## config.mk

```make
export PLATFORM = sky130hd
export DESIGN_NAME = seq5_counter
export DESIGN_NICKNAME = d
export VERILOG_FILES = /design/src/rtl/seq5_pkg.sv /design/src/rtl/seq5_next.sv /design/src/rtl/seq5_valid.sv /design/src/rtl/seq5_reg.sv /design/src/rtl/seq5_counter.sv
export SDC_FILE = /design/constraint.sdc
export NUM_CORES = 1
export LEC_CHECK = 0
export ABC_AREA = 1
export BUFFER_PORTS_ARGS = -buffer_cell sky130_fd_sc_hd__buf_2
export CORE_AREA = 2 2 39 41
export DETAILED_ROUTE_END_ITERATION = 8
export DIE_AREA = 0 0 41 43
export PLACE_DENSITY = 0.36
export SLEW_MARGIN = 40
export SYNTH_ARGS = -nofsm -noshare
export SYNTH_HDL_FRONTEND = slang
export SYNTH_SLANG_ARGS = --single-unit
```

## constraint.sdc

```tcl
create_clock -name clk -period 1.5 [get_ports clk]
set_input_delay 0.45 -clock clk [delete_from_list [all_inputs] [get_ports clk]]
set_output_delay 0.45 -clock clk [all_outputs]
set_load 0.05 [all_outputs]
```

## src/rtl/seq5_pkg.sv

```systemverilog
// Package: shared widths, bit positions and ring codes for the
// five-state sequence counter. Assumes a 3-bit state ordered {C,B,A}.
package seq5_pkg;
    localparam int unsigned CODE_W   = 3;
    localparam int unsigned NUM_LOOP = 5;
    localparam int unsigned NUM_CODE = 1 << CODE_W;

    // Bit positions of the named state bits
    localparam int unsigned BIT_A = 0;
    localparam int unsigned BIT_B = 1;
    localparam int unsigned BIT_C = 2;

    typedef logic [CODE_W-1:0] code_t;

    localparam code_t CODE_ZERO = 3'b000;

    // Members of the counting ring, in ring order
    localparam code_t LOOP_TAB [NUM_LOOP] = '{
        3'b000, 3'b010, 3'b011, 3'b101, 3'b110
    };
endpackage

```

## src/rtl/seq5_next.sv

```systemverilog
// Module: next-state function of the counter.
// Purely combinational. It implements the three minimized equations,
// which also give each unused code its recovery target.
// Assumes the input code is ordered {C,B,A}.
module seq5_next
    import seq5_pkg::*;
(
    input  code_t cur,
    output code_t nxt
);
    logic a_bit, b_bit, c_bit;

    // Split the present code into its named bits
    always_comb begin
        a_bit = cur[BIT_A];
        b_bit = cur[BIT_B];
        c_bit = cur[BIT_C];
    end

    // Evaluate the next-state equations
    always_comb begin
        nxt        = CODE_ZERO;
        nxt[BIT_C] = a_bit;
        nxt[BIT_B] = ~b_bit | (~a_bit & ~c_bit);
        nxt[BIT_A] = b_bit & ~c_bit;
    end
endmodule

```

## src/rtl/seq5_valid.sv

```systemverilog
// Module: ring-membership decoder.
// Compares the code with each entry of the ring table and ORs the hits.
// Combinational, so the flag has no latency relative to the state.
module seq5_valid
    import seq5_pkg::*;
(
    input  code_t cur,
    output logic  in_loop
);
    logic [NUM_LOOP-1:0] hit;

    // One comparator per ring member
    for (genvar i = 0; i < NUM_LOOP; i++) begin : g_cmp
        assign hit[i] = (cur == LOOP_TAB[i]);
    end

    // Any hit marks a ring member
    always_comb begin
        in_loop = |hit;
    end
endmodule

```

## src/rtl/seq5_reg.sv

```systemverilog
// Module: state register with priority reset > load > enable > hold.
// Reset is synchronous and active low. Assumes the next-state value
// and the ring flag come from the neighbouring combinational blocks.
module seq5_reg
    import seq5_pkg::*;
(
    input  logic  clk,
    input  logic  rst_n,
    input  logic  en,
    input  logic  ld,
    input  code_t ld_code,
    input  code_t nxt,
    input  logic  in_loop,
    output code_t cur
);
    code_t cur_q;

    // Update the state once per clock by priority
    always_ff @(posedge clk) begin
        if (!rst_n) begin
            cur_q <= CODE_ZERO;
        end else if (ld) begin
            cur_q <= ld_code;
        end else if (en) begin
            cur_q <= nxt;
        end
    end

    assign cur = cur_q;

    // reset clears the state
    p_reset_clears_r1: assert property (@(posedge clk)
        !rst_n |=> (cur_q == CODE_ZERO));

    // no load and no enable keep the state
    p_hold_r3: assert property (@(posedge clk) disable iff (!rst_n)
        (!ld && !en) |=> $stable(cur_q));

    // load takes the presented code
    p_load_r4: assert property (@(posedge clk) disable iff (!rst_n)
        ld |=> (cur_q == $past(ld_code)));

    // a ring member stays in the ring while counting
    p_stay_in_loop_r9: assert property (@(posedge clk) disable iff (!rst_n)
        (en && !ld && in_loop) |=> in_loop);

    // an unused code reaches the ring or the one-step waypoint 100
    p_recover_r9: assert property (@(posedge clk) disable iff (!rst_n)
        (en && !ld && !in_loop) |=> (in_loop || cur_q == 3'b100));

    // counting never lands on 111
    p_no_111_r7: assert property (@(posedge clk) disable iff (!rst_n)
        (en && !ld) |=> (cur_q != 3'b111));
endmodule

```

## src/rtl/seq5_counter.sv

```systemverilog
// Module: top of the self-starting five-state sequence counter.
// Joins the next-state function, the ring decoder and the state
// register. The state is exported as {C,B,A}.
module seq5_counter
    import seq5_pkg::*;
(
    input  logic              clk,
    input  logic              rst_n,
    input  logic              en,
    input  logic              ld,
    input  logic [CODE_W-1:0] ld_code,
    output logic [CODE_W-1:0] state,
    output logic              valid
);
    code_t cur_w;
    code_t nxt_w;
    logic  in_loop_w;

    seq5_next u_next (
        .cur (cur_w),
        .nxt (nxt_w)
    );

    seq5_valid u_valid (
        .cur     (cur_w),
        .in_loop (in_loop_w)
    );

    seq5_reg u_reg (
        .clk     (clk),
        .rst_n   (rst_n),
        .en      (en),
        .ld      (ld),
        .ld_code (ld_code),
        .nxt     (nxt_w),
        .in_loop (in_loop_w),
        .cur     (cur_w)
    );

    // Drive the outputs from the internal nets
    always_comb begin
        state = cur_w;
        valid = in_loop_w;
    end
endmodule

```

==> metrics.csv <==
metric,value,unit
Final Max Slew Viols,0,
number of synthesized flops with an enable pin,0,
Ys Warns,0,
hold buffer count at cts,0,
Std-Cell Core Area,0.00138,sq mm
class of the tightest hold or removal check,input port to flop,
Post-Syn Area,188,sq um
cell with the most instances after synthesis,sky130_fd_sc_hd__nand2_1,
"Largest stage delay, worst path",0.36,ns
"buffers from clock root to sink, at most",2,
slowest library cell on the worst path,sky130_fd_sc_hd__dfxtp_4,
total power after layout,343,uW
max-capacitance violation count,0,
global-route usage over all layers,0.0792,
final design instance area without fill,395,sq um
pin count of the biggest net entering global routing,8,
H-tree depth,1,
"Reg clk slew, reported paths",0.04,ns
max FFs per register,3,
total negative setup slack,0,ns
leading cell types by count after synthesis,"sky130_fd_sc_hd__nand2_1 (16), sky130_fd_sc_hd__nor2_1 (6), sky130_fd_sc_hd__inv_1 (5)",
result of the run,completed,
Site Rows,14,
Setup-failing EPs final,0,
critical path data required time,1.05,ns
"Distinct cells, synth",7,
most area-consuming cells after synthesis,"sky130_fd_sc_hd__dfxtp_1 (32%), sky130_fd_sc_hd__nand2_1 (32%), sky130_fd_sc_hd__nor2_1 (12%)",
average size of a mapped cell,5.36,sq um
vias per inst,3.89,
post-route worst setup slack,0.0457,ns
relative max-transition margin,0.835,
shortest period the worst path allows,1.45,ns
vias after detailed routing,288,
post-route clock skew,0.000370,ns
final weighted congestion in routability-driven placement,0.607,
wire length of the first global-routing pass,931,um
detailed-route wire length,590,um
Max VDD drop,0.331,mV
dominant cell type by area after synthesis,sky130_fd_sc_hd__dfxtp_1,
Syn-to-layout area delta,111,%
number of global-route vias before repair,273,
Horiz. Die Dim,41,um
"Period Utilization, post-route",0.970,
Remaining DRCs,0,
async set-or-reset flop fraction in the synthesized netlist,0,
area enclosed by the die boundary,0.00176,sq mm
Leakage Power,0.216,nW
number of buffers inserted during clock tree synthesis,3,
highest net fanout along the worst path,2,
ordered cell list for the critical path,inv_4 > nand2_4 > nand2_2 > o21ai_2 > nand2_2 > buf_8,
Filler cells,175,
die boundary height,43,um
number of standard cells after synthesis,35,
number of iterations in the first detailed-routing pass,2,
critical path class,flop to output port,
power density over the cells,869,mW/mm^2
gr ovfl total,0,
"most used cell, CP",sky130_fd_sc_hd__nand2_2,
Root Driver,sky130_fd_sc_hd__clkbuf_4,
synthesized flop and latch total,3,
count of pins on the block boundary,11,
layout cells sized above 1,0.552,
HPWL after DPL,356,um
transition time at the pin with the least slew margin,0.249,ns
unrepaired setup endpoints after global routing,true,
starting density of the core,0.136,
number of hold violations in the final report,0,
post-placement worst setup slack,0.144,ns
data arrival time of the worst path,1.00,ns
Critical Path Start Type,flop,
number of antenna cells inserted,0,
Synth Net Count,42,
post-route antenna net violation count,0,
layout net count,66,
critical path endpoint category,output port,
Peak Freq,688,MHz
clk_lat worst skew,0.23,ns
number of antenna violations at the first check in global routing,0,
share of synthesized area occupied by flip-flops and latches,0.320,
number of buffers added on ports,10,
most frequently used flop master after synthesis,sky130_fd_sc_hd__dfxtp_1,
clock sinks,3,
Placement Cell Area,264,sq um
number of violations reported at the end of detailed-routing iteration 0,2,
share of Yosys cell area claimed by the top area cell type,0.320,
Avg WL per Cell,7.97,um
CTS tree,done,
==> stage by stage <==
stage	cells	util	hold WS, ns
CTS	72	0.257	0.408
floorplan	35	-	0.548
global route	74	0.286	0.415
global placement	61	0.191	0.584
detailed placement	61	0.191	0.591
finish	74	0.286	0.418
==> power by group <==
part,internal [mW],leakage [nW],switching (mW)
Combinational,0.0493,0.174,0.0584
Sequential,0.0851,0.0264,0.00962
Clock,0.0997,0.0150,0.0414
==> cell families after synthesis <==
family          count (synthesis)  synth area share
buf+inv                         5             0.100
simple gates                   26             0.553
compound gates                  1            0.0266
flops                           3             0.320
==> cells in the final DEF (no fill, tap or decap), types with 2 or more instances in the layout <==
| cell | synthesis | layout |
|---|---|---|
| sky130_fd_sc_hd__dfxtp_4 | 0 | 2 |
| sky130_fd_sc_hd__nand2_1 | 16 | 13 |
| sky130_fd_sc_hd__buf_4 | 0 | 8 |
| sky130_fd_sc_hd__clkbuf_4 | 0 | 3 |
| sky130_fd_sc_hd__buf_2 | 0 | 9 |
| sky130_fd_sc_hd__nor2_1 | 6 | 5 |
| sky130_fd_sc_hd__inv_1 | 5 | 4 |
| sky130_fd_sc_hd__nand2_2 | 0 | 2 |
| sky130_fd_sc_hd__nand3_1 | 3 | 3 |
| sky130_fd_sc_hd__nor2_2 | 1 | 2 |
==> worst paths after layout <==
kind | start | end | slack, ns | cells after the start
setup / recovery | u_reg.cur[2]$_SDFFE_PN0P_ | valid | 0.05 | 6
hold reg to reg | u_reg.cur[1]$_SDFFE_PN0P_ | u_reg.cur[1]$_SDFFE_PN0P_ | 0.63 | 4
hold / removal | rst_n | u_reg.cur[2]$_SDFFE_PN0P_ | 0.42 | 3
setup reg to reg | u_reg.cur[2]$_SDFFE_PN0P_ | u_reg.cur[0]$_SDFFE_PN0P_ | 0.07 | 11
==> per-layer routing <==
| layer | share of wire | wire [um] | GRT usage |
|---|---|---|---|
| met1 | 0.40 | 238 | 0.0737 |
| met2 | 0.53 | 314 | 0.128 |
| met3 | 0.063 | 37 | 0.0471 |
| met4 | 0 | 0 | 0.0400 |
| met5 | 0 | 0 | 0 |
==> final cells by class <==
cell class | instances | area (sq um) | share of cell area
timing repair buffer | 19 | 131 | 0.332
multi-input combinational | 27 | 128 | 0.323
sequential | 3 | 68.8 | 0.174
clock buffer | 4 | 26.3 | 0.0665
inverter | 5 | 21.3 | 0.0538
tap | 16 | 20.0 | 0.0506
==> timing repair <==
item	CTS	global route
pin swaps	1	4
setup buffers	7	2
setup endpoints to repair	1	2
endpoints found under the hold margin	0	0
gates resized for setup	6	8
==> critical path, delay by kind of cell (launching register included) <==
kind            cells  cell delay (ns)
simple gates        3             0.17
compound gates      1             0.06
buf+inv             2             0.19
flops               1             0.36
Note: power is estimated with default switching activity, not from simulation.
